--- src/rtl/qspi_dlr_pkg.sv ---
package qspi_dlr_pkg;

  typedef enum logic [1:0] {
    ROUTE_SINGLE   = 2'd0,
    ROUTE_STACK_LO = 2'd1,
    ROUTE_STACK_UP = 2'd2,
    ROUTE_PARALLEL = 2'd3
  } route_e;

  // two-device flag wins over the others; separate-bus beats page select
  function automatic route_e decode_route(input logic twin, input logic sepbus,
                                          input logic upage);
    route_e r;
    if (!twin)       r = ROUTE_SINGLE;
    else if (sepbus) r = ROUTE_PARALLEL;
    else if (upage)  r = ROUTE_STACK_UP;
    else             r = ROUTE_STACK_LO;
    return r;
  endfunction

  function automatic logic route_uses_lo(input route_e r);
    return r != ROUTE_STACK_UP;
  endfunction

  function automatic logic route_uses_up(input route_e r);
    return (r == ROUTE_STACK_UP) || (r == ROUTE_PARALLEL);
  endfunction

endpackage

--- src/rtl/qspi_dlr_cfg_latch.sv ---
module qspi_dlr_cfg_latch
  import qspi_dlr_pkg::*;
#(
  parameter int CFG_W      = 32,
  parameter int TWIN_BIT   = 30,
  parameter int SEPBUS_BIT = 29,
  parameter int UPAGE_BIT  = 28
) (
  input  logic             clk,
  input  logic             rst_n,
  input  logic             xfer_active,
  input  logic [CFG_W-1:0] cfg_word,
  output logic             in_xfer,
  output route_e           route,
  output logic             lo_cs_n,
  output logic             up_cs_n
);

  logic   open_evt;
  route_e route_next;

  assign open_evt   = xfer_active && !in_xfer;
  assign route_next = decode_route(cfg_word[TWIN_BIT], cfg_word[SEPBUS_BIT],
                                   cfg_word[UPAGE_BIT]);

  always_ff @(posedge clk or negedge rst_n) begin
    if (!rst_n) begin
      in_xfer <= 1'b0;
      route   <= ROUTE_SINGLE;
    end else begin
      in_xfer <= xfer_active;
      if (open_evt) route <= route_next;   // captured once per transfer
    end
  end

  assign lo_cs_n = !(in_xfer && route_uses_lo(route));
  assign up_cs_n = !(in_xfer && route_uses_up(route));

  // no select in the cycle after the controller's select was low
  a_r2_cs_idle: assert property (@(posedge clk) disable iff (!rst_n)
    !$past(xfer_active) |-> (lo_cs_n && up_cs_n));

  // non-parallel routes never select both devices
  a_r3_one_device: assert property (@(posedge clk) disable iff (!rst_n)
    (route != ROUTE_PARALLEL) |-> (lo_cs_n || up_cs_n));

  // mode held while the transfer stays open
  a_r5_route_held: assert property (@(posedge clk) disable iff (!rst_n)
    (in_xfer && $past(in_xfer)) |-> $stable(route));

endmodule

--- src/rtl/qspi_dlr_byte_engine.sv ---
module qspi_dlr_byte_engine #(
  parameter int LANES = 4
) (
  input  logic               clk,
  input  logic               rst_n,
  input  logic               in_xfer,
  input  logic               par_mode,
  input  logic               byte_start,
  input  logic               xfer_dir,
  input  logic [2*LANES-1:0] tx_byte,
  input  logic [LANES-1:0]   sel_in,
  input  logic [LANES-1:0]   lo_in,
  input  logic [LANES-1:0]   up_in,
  output logic               busy,
  output logic               dir_q,
  output logic [LANES-1:0]   ser_nib,
  output logic [LANES-1:0]   par_lo_nib,
  output logic [LANES-1:0]   par_up_nib,
  output logic [2*LANES-1:0] rx_byte,
  output logic               byte_done
);

  localparam int BYTE_W = 2 * LANES;

  function automatic logic [LANES-1:0] even_bits(input logic [BYTE_W-1:0] b);
    logic [LANES-1:0] r;
    for (int k = 0; k < LANES; k++) r[k] = b[2*k];
    return r;
  endfunction

  function automatic logic [LANES-1:0] odd_bits(input logic [BYTE_W-1:0] b);
    logic [LANES-1:0] r;
    for (int k = 0; k < LANES; k++) r[k] = b[2*k+1];
    return r;
  endfunction

  function automatic logic [BYTE_W-1:0] weave(input logic [LANES-1:0] ev,
                                              input logic [LANES-1:0] od);
    logic [BYTE_W-1:0] r;
    for (int k = 0; k < LANES; k++) begin
      r[2*k]   = ev[k];
      r[2*k+1] = od[k];
    end
    return r;
  endfunction

  logic              beat;
  logic [BYTE_W-1:0] tx_q;
  logic [LANES-1:0]  hi_q;
  logic              accept;
  logic              last_beat;

  assign accept    = byte_start && in_xfer && !busy;
  assign last_beat = busy && (par_mode || beat);

  always_ff @(posedge clk or negedge rst_n) begin
    if (!rst_n) begin
      busy      <= 1'b0;
      beat      <= 1'b0;
      dir_q     <= 1'b0;
      tx_q      <= '0;
      hi_q      <= '0;
      rx_byte   <= '0;
      byte_done <= 1'b0;
    end else begin
      byte_done <= 1'b0;
      if (!in_xfer) begin
        busy <= 1'b0;
        beat <= 1'b0;
      end else if (accept) begin
        busy  <= 1'b1;
        beat  <= 1'b0;
        dir_q <= xfer_dir;
        tx_q  <= tx_byte;
      end else if (last_beat) begin
        busy      <= 1'b0;
        beat      <= 1'b0;
        byte_done <= 1'b1;
        if (!dir_q) rx_byte <= par_mode ? weave(lo_in, up_in) : {hi_q, sel_in};
      end else if (busy) begin
        beat <= 1'b1;
        hi_q <= sel_in;
      end
    end
  end

  assign ser_nib    = beat ? tx_q[LANES-1:0] : tx_q[BYTE_W-1:LANES];
  assign par_lo_nib = even_bits(tx_q);
  assign par_up_nib = odd_bits(tx_q);

  // completion is a single-cycle pulse
  a_r10_done_pulse: assert property (@(posedge clk) disable iff (!rst_n)
    byte_done |=> !byte_done);

  // nothing in flight once the transfer has closed
  a_r10_idle_after_close: assert property (@(posedge clk) disable iff (!rst_n)
    !in_xfer |=> !busy);

endmodule

--- src/rtl/qspi_dlr_lane_steer.sv ---
module qspi_dlr_lane_steer
  import qspi_dlr_pkg::*;
#(
  parameter int LANES = 4
) (
  input  route_e           route,
  input  logic             busy,
  input  logic             dir_q,
  input  logic [LANES-1:0] ser_nib,
  input  logic [LANES-1:0] par_lo_nib,
  input  logic [LANES-1:0] par_up_nib,
  input  logic [LANES-1:0] lo_in,
  input  logic [LANES-1:0] up_in,
  output logic [LANES-1:0] lo_out,
  output logic [LANES-1:0] lo_oe,
  output logic [LANES-1:0] up_out,
  output logic [LANES-1:0] up_oe,
  output logic [LANES-1:0] sel_in
);

  localparam logic [LANES-1:0] ALL_ON = '1;

  logic drive;
  assign drive = busy && dir_q;

  always_comb begin
    lo_out = '0;
    lo_oe  = '0;
    up_out = '0;
    up_oe  = '0;
    sel_in = lo_in;
    unique case (route)
      ROUTE_STACK_UP: begin
        sel_in = up_in;
        if (drive) begin
          up_out = ser_nib;
          up_oe  = ALL_ON;
        end
      end
      ROUTE_PARALLEL: begin
        if (drive) begin
          lo_out = par_lo_nib;
          up_out = par_up_nib;
          lo_oe  = ALL_ON;
          up_oe  = ALL_ON;
        end
      end
      default: begin
        if (drive) begin
          lo_out = ser_nib;
          lo_oe  = ALL_ON;
        end
      end
    endcase
  end

endmodule

--- src/rtl/qspi_dual_lane_router.sv ---
module qspi_dual_lane_router
  import qspi_dlr_pkg::*;
#(
  parameter int CFG_W      = 32,
  parameter int TWIN_BIT   = 30,
  parameter int SEPBUS_BIT = 29,
  parameter int UPAGE_BIT  = 28,
  parameter int LANES      = 4
) (
  input  logic               clk,
  input  logic               rst_n,
  input  logic [CFG_W-1:0]   cfg_word,
  input  logic               xfer_active,
  input  logic               xfer_dir,
  input  logic               byte_start,
  input  logic [2*LANES-1:0] tx_byte,
  output logic [2*LANES-1:0] rx_byte,
  output logic               byte_done,
  output logic               lo_cs_n,
  output logic [LANES-1:0]   lo_io_out,
  output logic [LANES-1:0]   lo_io_oe,
  input  logic [LANES-1:0]   lo_io_in,
  output logic               up_cs_n,
  output logic [LANES-1:0]   up_io_out,
  output logic [LANES-1:0]   up_io_oe,
  input  logic [LANES-1:0]   up_io_in
);

  logic             in_xfer;
  route_e           route;
  logic             par_mode;
  logic             busy;
  logic             dir_q;
  logic [LANES-1:0] ser_nib, par_lo_nib, par_up_nib, sel_in;

  assign par_mode = (route == ROUTE_PARALLEL);

  qspi_dlr_cfg_latch #(
    .CFG_W(CFG_W), .TWIN_BIT(TWIN_BIT), .SEPBUS_BIT(SEPBUS_BIT), .UPAGE_BIT(UPAGE_BIT)
  ) u_cfg (
    .clk(clk), .rst_n(rst_n), .xfer_active(xfer_active), .cfg_word(cfg_word),
    .in_xfer(in_xfer), .route(route), .lo_cs_n(lo_cs_n), .up_cs_n(up_cs_n)
  );

  qspi_dlr_byte_engine #(.LANES(LANES)) u_eng (
    .clk(clk), .rst_n(rst_n), .in_xfer(in_xfer), .par_mode(par_mode),
    .byte_start(byte_start), .xfer_dir(xfer_dir), .tx_byte(tx_byte),
    .sel_in(sel_in), .lo_in(lo_io_in), .up_in(up_io_in),
    .busy(busy), .dir_q(dir_q), .ser_nib(ser_nib),
    .par_lo_nib(par_lo_nib), .par_up_nib(par_up_nib),
    .rx_byte(rx_byte), .byte_done(byte_done)
  );

  qspi_dlr_lane_steer #(.LANES(LANES)) u_steer (
    .route(route), .busy(busy), .dir_q(dir_q), .ser_nib(ser_nib),
    .par_lo_nib(par_lo_nib), .par_up_nib(par_up_nib),
    .lo_in(lo_io_in), .up_in(up_io_in),
    .lo_out(lo_io_out), .lo_oe(lo_io_oe), .up_out(up_io_out), .up_oe(up_io_oe),
    .sel_in(sel_in)
  );

  // upper lanes silent when the upper device is not routed
  a_r9_up_quiet: assert property (@(posedge clk) disable iff (!rst_n)
    (route == ROUTE_SINGLE || route == ROUTE_STACK_LO) |-> (up_io_oe == '0));

  a_r9_lo_quiet: assert property (@(posedge clk) disable iff (!rst_n)
    (route == ROUTE_STACK_UP) |-> (lo_io_oe == '0));

  // no lane driven between bytes
  a_r9_idle_quiet: assert property (@(posedge clk) disable iff (!rst_n)
    !busy |-> (lo_io_oe == '0 && up_io_oe == '0));

  // reads never drive
  a_r8_read_no_drive: assert property (@(posedge clk) disable iff (!rst_n)
    (busy && !dir_q) |-> (lo_io_oe == '0 && up_io_oe == '0));

  // parallel write drives both ports
  a_r7_par_both: assert property (@(posedge clk) disable iff (!rst_n)
    (busy && dir_q && par_mode) |-> (&lo_io_oe && &up_io_oe));

endmodule

--- config.mk ---
export PLATFORM = sky130hd
export DESIGN_NAME = qspi_dual_lane_router
export DESIGN_NICKNAME = d
export VERILOG_FILES = /design/src/rtl/qspi_dlr_pkg.sv /design/src/rtl/qspi_dlr_cfg_latch.sv /design/src/rtl/qspi_dlr_byte_engine.sv /design/src/rtl/qspi_dlr_lane_steer.sv /design/src/rtl/qspi_dual_lane_router.sv
export SDC_FILE = /design/constraint.sdc
export NUM_CORES = 1
export LEC_CHECK = 0
export ABC_AREA = 1
export BUFFER_PORTS_ARGS = -buffer_cell sky130_fd_sc_hd__buf_2
export CORE_ASPECT_RATIO = 0.5
export CORE_MARGIN = 2
export CORE_UTILIZATION = 48
export CTS_CLUSTER_SIZE = 24
export DETAILED_ROUTE_END_ITERATION = 7
export GPL_TIMING_DRIVEN = 0
export PLACE_DENSITY = 0.86
export SLEW_MARGIN = 15
export SYNTH_ARGS = -nofsm -noshare
export SYNTH_HDL_FRONTEND = slang
export SYNTH_SLANG_ARGS = --single-unit
export TNS_END_PERCENT = 1
--- constraint.sdc ---
create_clock -name clk -period 1.9 [get_ports clk]
set_clock_uncertainty 0.15 [all_clocks]
set_input_delay 0.19 -clock clk [delete_from_list [all_inputs] [get_ports clk]]
set_output_delay 0.19 -clock clk [all_outputs]
set_load 0.005 [all_outputs]
==> flow_summary.yaml <==
status:
  outcome: "finished clean"
clock_tree:
  cts_tree: "done"
  root_buffer: "clkbuf_8"
  clock_latency_ps: 270
  cts_max_path_buffers: 2
  clkSinkCount: 27
  cts_buffers: 3
  htreeDepth: 1
  clk_pin_slew_ps: 90
sta:
  layout_min_cycle_time_ps: 1805
  final-setup-viol-count: 0
  max_freq_ghz: 0.5542
  slew_headroom: 0.5866
  tightest_slew_ps: 620.2
  slew_violations: 0
  hold_violations: 0
  rsz0062_at_grt: "false"
  tns_ps: 0
  fin_crit_sh: 0.9497
logic_synthesis:
  synth_cell_type_count: 22
  yosysWarningCount: 0
  ys_seq_area_frac: 0.4600
  avgSynthCellArea_um2: 7.651
  yosys-top-cells-area: "dfrtp_1 46%, nand2_1 21%, buf_4 4.1%"
  syn_inst: 192
  synth.top_cell.area_share: 0.4600
  yosysTopAreaCell: "dfrtp_1"
  syn_nets: 245
  synth-seq-cells: 27
  synth_area_um2: 1469
global_route:
  grt.total_usage: 0.2032
  grt_max_degree: 28
  overflow: 0
  grt_pass1_wl_um: 5471
  antenna_found_initial: 0
  grt_pass1_vias: 1328
finish:
  drive_gt1_frac: 0.3152
  final_common_cell: "nand2_1"
  nNetsFinal: 311
  area_growth_pct: 31.18
  n_antenna_cell: 0
  fin_util: 0.6509
  fillers: 240
  layout_common_cells: "81 x nand2_1, 52 x buf_2, 27 x dfrtp_1"
setup_path:
  cp.required_ps: 1560
  r2r-start: "u_eng.beat$_DFFE_PN0P_"
  crit_fanout: 6
  startpoint_type: "flip-flop"
  critPathKind: "flip-flop to primary output"
  cp_slowest_stage_delay_ps: 460
  crit_buf_inv: 2
  crit_chain: "nand2_2, nor2_2, inv_2, o22ai_1, buf_2"
  cp.depth: 5
  cp.arrival_ps: 1460
  crit_path_end: "up_io_out[0]"
  end_kind: "primary output"
  critPathSlowestCell: "dfrtp_1"
  reg2reg_slack_ps: 420
  timing.rr.end: "u_eng.hi_q[0]$_DFFE_PN0P_"
  worstSetupStartpoint: "u_eng.busy$_DFFE_PN0P_"
  r2r_cells: 7
  cp_top_family: "flip-flops"
power:
  powerDensity_nw_per_um2: 864.9
  leakage_nw: 1.136
  ir_drop_uv: 417.5
die:
  die-area_um2: 3546
  core-area_um2: 2960
  io_pins: 80
  die_h_um: 43.12
  die-width_um: 82.24
  start_util: 0.4962
  rows: 14
routing:
  drcViolationCount: 0
  viasPerCell: 4.818
  first_iter_violations: 48
  firstDrtPassIters: 4
  vias: 1431
  wl_um: 3420
  ant_nets: 0
  wl_per_cell_um: 11.52
place:
  dpl.hpwl_um: 2525
  port_buffers: 50
  routabilityCongestion: 0.8629
run:
  cap_violations: 0
worst_hold_path:
  hold_path_class: "input pin to flip-flop"
worst register-to-register path: stages, from the launching register on:
cell	delay [ps]
dfrtp_1	370
buf_4	150
inv_1	90
nand2_1	130
nor2_2	240
inv_2	120
nand2_1	80
nand2_1	50
synthesized netlist by cell type:
| library cell | count |
|---|---|
| dfrtp_1 | 27 |
| inv_2 | 2 |
| clkinv_4 | 1 |
| o22ai_1 | 8 |
| or2_1 | 2 |
| nor2_1 | 8 |
| nor2_4 | 1 |
| nand2_2 | 2 |
| a21oi_1 | 2 |
| nand3_1 | 8 |
| inv_4 | 1 |
| nor2_2 | 2 |
| nand3_2 | 4 |
| nand4_1 | 1 |
| nand2_4 | 3 |
| o21ai_0 | 10 |
| clkinv_1 | 1 |
| buf_2 | 2 |
| buf_4 | 8 |
| nand2_1 | 82 |
| nor2_8 | 1 |
| inv_1 | 16 |
power breakdown:
part | switching [mW] | internal, mW
combinational | 0.308 | 0.236
sequential | 0.0797 | 0.724
clock | 0.170 | 0.150
total | 0.557 | 1.11
metal layers:
| layer | wire [um] | GRT usage | vias to the layer above | share of wire |
|---|---|---|---|---|
| met5 | 0 | 0 | - | 0 |
| met4 | 19 | 0.05667 | 0 | 0.0056 |
| li1 | - | - | 725 | - |
| met1 | 1533 | 0.2500 | 668 | 0.45 |
| met3 | 178 | 0.05957 | 2 | 0.052 |
| met2 | 1688 | 0.3468 | 36 | 0.49 |
timing repair:
item                       CTS  global route
setup endpoints to repair    0            10
buffers inserted             0             0
hold endpoints to repair    37             0
resized for setup            0             1
hold buffers                11             0
cell families (layout without fill, tap and decap cells):
logic type             after synthesis  after routing  share of synthesized area
AOI/OAI and AO/OA                   20             20                    0.07496
DFF                                 27             27                     0.4600
buffers and inverters               31             96                     0.1065
and+or+nand+nor                    114            114                     0.3586
state kept, by name (all words and copies together), names as in the netlist:
| signal | cells |
|---|---|
| u_cfg.in_xfer | 1 |
| u_eng.rx_byte | 8 |
| u_eng.busy | 1 |
| u_cfg.route | 2 |
| u_eng.tx_q | 8 |
| u_eng.beat | 1 |
| u_eng.dir_q | 1 |
| u_eng.hi_q | 4 |
| u_eng.byte_done | 1 |
worst min path at each step:
| stage | endpoint | depth (start not counted) | slack (ps) | start |
|---|---|---|---|---|
| 6_report | u_cfg.route[1]$_DFFE_PN0P_ | 3 | 60 | cfg_word[30] |
| 5_1_grt | u_cfg.route[1]$_DFFE_PN0P_ | 3 | 60 | cfg_word[29] |
| 4_1_cts | u_cfg.route[1]$_DFFE_PN0P_ | 3 | 50 | cfg_word[30] |
| 3_5_place_dp | u_eng.tx_q[0]$_DFFE_PN0P_ | 1 | 90 | rst_n |
| 3_3_place_gp | u_eng.tx_q[0]$_DFFE_PN0P_ | 1 | 70 | rst_n |
| 2_1_floorplan | u_cfg.in_xfer$_DFF_PN0_ | 0 | -260 | rst_n |
final cells by class:
class,count,area [um^2],share of cell area
tap,40,50.05,0.02597
multi-input combinational,134,639.4,0.3318
timing repair buffer,61,360.3,0.1870
buffer,10,70.07,0.03636
clock buffer,4,45.04,0.02338
inverter,21,86.33,0.04481
sequential,27,675.6,0.3506
through the flow:
stage          area [um^2]  hold WS (ps)  total power, mW  std cells  setup WS, ps
2_1_floorplan         1469        -255.6            1.132        192         564.3
3_3_place_gp          1769         74.38            1.311        282         352.0
3_5_place_dp          1769         90.39            1.340        282         334.1
4_1_cts               1924         49.00            1.681        297         29.97
5_1_grt               1927         60.79            1.800        297         9.901
6_report              1927         60.25            1.666        297         95.49
Note: power is estimated with default switching activity, not from simulation.
